<file path="config.mk">
export PLATFORM = sky130hd
export DESIGN_NAME = instr_phase_seq
export DESIGN_NICKNAME = d
export VERILOG_FILES = /design/src/rtl/instr_phase_seq.sv
export SDC_FILE = /design/constraint.sdc
export NUM_CORES = 1
export LEC_CHECK = 0
export BUFFER_PORTS_ARGS = -buffer_cell sky130_fd_sc_hd__buf_4
export CORE_AREA = 10 10 47 49
export CTS_CLUSTER_DIAMETER = 200
export CTS_CLUSTER_SIZE = 10
export DETAILED_ROUTE_END_ITERATION = 8
export DIE_AREA = 0 0 57 59
export SETUP_SLACK_MARGIN = 0.4
export SLEW_MARGIN = 40
export SYNTH_ARGS = -nofsm -noshare
export SYNTH_HDL_FRONTEND = slang
export SYNTH_SLANG_ARGS = --single-unit
</file>
<file path="constraint.sdc">
create_clock -name clk -period 1.8 [get_ports clk]
set_input_delay 0.09 -clock clk [delete_from_list [all_inputs] [get_ports clk]]
set_output_delay 0.09 -clock clk [all_outputs]
set_load 0.02 [all_outputs]
</file>
<file path="src/rtl/instr_phase_seq.sv">
module instr_phase_seq (
  input  logic       clk,
  input  logic       rst_n,
  input  logic       go,
  input  logic       cmd_new,
  input  logic [1:0] op_class,
  input  logic       dst_pc,
  output logic [1:0] phase,
  output logic       instr_done,
  output logic       trapped
);

  typedef enum logic [1:0] {
    PH_IDLE  = 2'd0,
    PH_EXEC  = 2'd1,
    PH_CONST = 2'd2,
    PH_FETCH = 2'd3
  } phase_t;

  localparam logic [1:0] CLS_PLAIN = 2'd0;
  localparam logic [1:0] CLS_CONST = 2'd1;
  localparam logic [1:0] CLS_DIRPC = 2'd2;
  localparam logic [1:0] CLS_BAD   = 2'd3;

  phase_t state, state_nx;
  logic   trap_q, trap_nx;

  wire is_const = (op_class == CLS_CONST);
  wire is_bad   = (op_class == CLS_BAD);
  wire pc_pen   = dst_pc && (op_class == CLS_PLAIN);

  always_comb begin
    state_nx = state;
    trap_nx  = trap_q && !cmd_new;
    if (!go) begin
      state_nx = PH_IDLE;
    end else begin
      case (state)
        PH_IDLE:  if (!trap_q || cmd_new) state_nx = PH_EXEC;
        PH_EXEC: begin
          if (is_bad) begin
            state_nx = PH_IDLE;
            trap_nx  = 1'b1;
          end else if (is_const) state_nx = PH_CONST;
          else if (pc_pen)       state_nx = PH_FETCH;
          else                   state_nx = PH_EXEC;
        end
        PH_CONST: state_nx = dst_pc ? PH_FETCH : PH_EXEC;
        PH_FETCH: state_nx = PH_EXEC;
        default:  state_nx = PH_IDLE;
      endcase
    end
  end

  always_ff @(posedge clk) begin
    if (!rst_n) begin
      state  <= PH_IDLE;
      trap_q <= 1'b0;
    end else begin
      state  <= state_nx;
      trap_q <= trap_nx;
    end
  end

  assign phase   = state;
  assign trapped = trap_q;
  assign instr_done = ((state == PH_EXEC) && !is_bad && !is_const && !pc_pen) ||
                      ((state == PH_CONST) && !dst_pc) ||
                      (state == PH_FETCH);

  AST_IDLE_ON_NOGO: assert property (@(posedge clk) disable iff (!rst_n)
    !go |=> phase == PH_IDLE);
  AST_CONST_ENTRY: assert property (@(posedge clk) disable iff (!rst_n)
    (phase == PH_EXEC && go && op_class == CLS_CONST) |=> phase == PH_CONST);
  AST_DIRPC_NO_PENALTY: assert property (@(posedge clk) disable iff (!rst_n)
    (phase == PH_EXEC && go && op_class == CLS_DIRPC) |=> phase == PH_EXEC);
  AST_FETCH_RETURN: assert property (@(posedge clk) disable iff (!rst_n)
    (phase == PH_FETCH && go) |=> phase == PH_EXEC);
  AST_TRAP_HOLD: assert property (@(posedge clk) disable iff (!rst_n)
    (trapped && !cmd_new) |=> (phase == PH_IDLE && trapped));
  AST_BAD_NO_DONE: assert property (@(posedge clk) disable iff (!rst_n)
    (phase == PH_EXEC && op_class == CLS_BAD) |-> !instr_done);
  AST_DONE_PHASE: assert property (@(posedge clk) disable iff (!rst_n)
    instr_done |-> phase != PH_IDLE);

endmodule

</file>
==> impl_metrics.tcl <==
set metrics [dict create \
    ctsHtreeMaxLevel 1 \
    grtUsageTotal 0.03627 \
    dieArea_um2 3363 \
    grt_start_max_net_pins 6 \
    dr.first_iter.drc_count 2 \
    num-nets-final 52 \
    use_met3 0.03219 \
    path_cells "inv_1, ha_2, a31oi_1, o21bai_1, buf_4" \
    drive_gt1_frac 0.4500 \
    io_pins 11 \
    finalCritPeriodShare 0.7360 \
    p_leak_nw 0.1524 \
    rsz0062_at_grt "no" \
    grt-ovfl-total 0 \
    slew_viol_final 0 \
    cts_root_buffer "clkbuf_4" \
    finalClockSkew_ns 0.002639 \
    worstPathBufferInverterCount 2 \
    dr_total_vias 228 \
    end_kind "output pin" \
    insertion_delay_ns 0.23 \
    setup_viol 0 \
    wl_per_cell_um 10.39 \
    path_delay_family "flip-flops" \
    power_density_nw_per_um2 613.2 \
    synth-seq-cells 3 \
    yosys_warnings 0 \
    place_congestion 0.7271 \
    clkTransAtPathRegs_ns 0.04 \
    synthesis.instances 26 \
    grt_util_met1 0.03436 \
    cts_tree "built" \
    ys_top_cells_by_area "dfxtp_1 (27%), ha_1 (23%), inv_1 (6.8%)" \
    status "complete, no violations" \
    io_buffers 10 \
    tightest_slew_ns 0.1510 \
    r2r.worst_path.cells 5 \
    drt-total-wl_um 582 \
    start_util 0.1580 \
    syn_nets 37 \
    dr.pass1.iters 2 \
    setup_tns_ns 0 \
    ant_nets 0 \
    drc_errors 0 \
    clockBufferDepth 2 \
    synth.distinct_cells 15 \
    core-area_um2 1401 \
    postCtsSetupBuffers 0 \
    max_cap_viol_count 0 \
    hold_class "input port to flop" \
    yosysSeqAreaShare 0.2712 \
    fmax_mhz 754.9 \
    antenna_cells 0 \
    cpMaxStageDelayCell "dfxtp_4" \
    final_cells 56 \
    hold-worst-slack_ns 0.1449 \
    clock_sinks 3 \
    synth_top_area_share 0.2712 \
    rows 14 \
    start_kind "flop" \
    die_w_um 57 \
    antenna_found_initial 0 \
    post-dp-hpwl_um 500 \
    required_ns 1.71 \
    syn_area_um2 221.5 \
    slowest_delay_ns 0.35 \
    min_from "cmd_new" \
    worstSetupPathType "flop to output pin" \
    min_period_ns 1.325 \
    slew_headroom 0.8990 \
    irDropWorstVdd_mv 0.2037 \
    postSynthAreaPerCell_um2 8.518 \
    hold_path_end "trapped" \
    busiest_layer "met2" \
    cp_max_fo 5 \
    ctsHoldBuffers 0 \
    grt_pass1_wl_um 938 \
    r2r-start "phase[0]" \
    dp_cells 52 \
    grtUsageMet2 0.05271 \
    die_y_um 59 \
    hold_violations 0 \
    vias_per_cell 4.071 \
    synth_top_cell_by_area "dfxtp_1" \
    grt_pass1_vias 235 \
    syn_to_final_growth_pct 61.02 \
    worstPathArrival_ns 1.23 \
    whs_path_depth 3 \
    cts_buffers 3 \
    reg2reg_to "phase[1]" \
    ff2ff_setup_slack_ns 0.68 \
    p_total_mw 0.2187 \
]
==> layer usage <==
layer / routed length [um] / part of all wire
met1: 229 / 0.39
met2: 288 / 0.49
met3: 63 / 0.11
met4: 0 / 0
met5: 0 / 0
==> where the power goes <==
part	internal, mW	total [mW]	switching [mW]
clock network	0.0827	0.113	0.0302
logic	0.0193	0.0360	0.0166
registers	0.0676	0.0697	0.00216
total	0.170	0.219	0.0490
==> how the worst max path moves through the flow <==
| stage | startpoint | end | slack [ns] | cells past startpoint |
|---|---|---|---|---|
| 2_1_floorplan | phase[0] | instr_done | 0.54 | 3 |
| 3_3_place_gp | phase[1] | instr_done | 0.59 | 5 |
| 3_5_place_dp | phase[1] | instr_done | 0.58 | 5 |
| 4_1_cts | phase[1] | instr_done | 0.42 | 5 |
| 5_1_grt | phase[1] | instr_done | 0.40 | 5 |
| 6_report | phase[1] | instr_done | 0.48 | 5 |
==> cell usage after synthesis <==
library cell,instances
ha_1,4
inv_1,4
dfxtp_1,3
a31oi_1,2
nand2b_1,2
nand4_1,2
a21boi_0,1
a21oi_1,1
a2bb2oi_1,1
nand3_1,1
nand3b_1,1
nor2_1,1
o211ai_1,1
o21bai_1,1
o22ai_1,1
==> timing repair <==
item / 4_1_cts / 5_1_grt
gates resized for setup: 3 / 3
setup endpoints to repair: 1 / 1
cloned: 0 / 0
==> stage by stage <==
step | worst slack, ns | instance area (um^2) | util
after floorplan | 0.5405 | 221.5 | -
after CTS | 0.4211 | 349.1 | 0.2491
after global placement | 0.5914 | 316.6 | 0.2259
after global routing | 0.4029 | 356.6 | 0.2545
after detailed placement | 0.5818 | 316.6 | 0.2259
final | 0.4753 | 356.6 | 0.2545
==> state kept, by name, summed over array words and instances (netlist names) <==
| name | count |
|---|---|
| phase | 2 |
| trapped | 1 |
==> final cells by class <==
class                           instances  area (um^2)
Tap cell                               16        20.02
Fill cell                             168         1045
Sequential cell                         3        65.06
Inverter                                4        15.01
Clock buffer                            4        26.28
Timing Repair Buffer                   10        75.07
Multi-Input combinational cell         19        155.1
==> worst register-to-register path: stages (launching register included) <==
cell and delay [ns]:
dfxtp_2 0.36, inv_1 0.08, ha_1 0.19, nand3b_1 0.14, nand4_1 0.11, o22ai_1 0.16
==> logic make-up after synthesis <==
family	after synthesis	synth area share
AOI/OAI and AO/OA	8	0.2486
adders and majority gates	4	0.2260
and+or+nand+nor	7	0.1864
buffers and inverters	4	0.06778
DFF	3	0.2712
==> cell usage in the layout, fill, tap and decap left out <==
master,instances
a21oi_2,1
buf_4,10
dfxtp_1,1
o21bai_1,1
dfxtp_2,1
clkbuf_4,3
ha_1,2
ha_2,2
o211ai_1,1
nand2b_1,2
clkbuf_1,1
o22ai_1,1
nand3_1,1
a21boi_0,1
nor2_1,1
inv_1,4
nand4_1,2
nand3b_1,1
dfxtp_4,1
a2bb2oi_1,1
a31oi_1,2
Power figures use the tool's default switching activity.
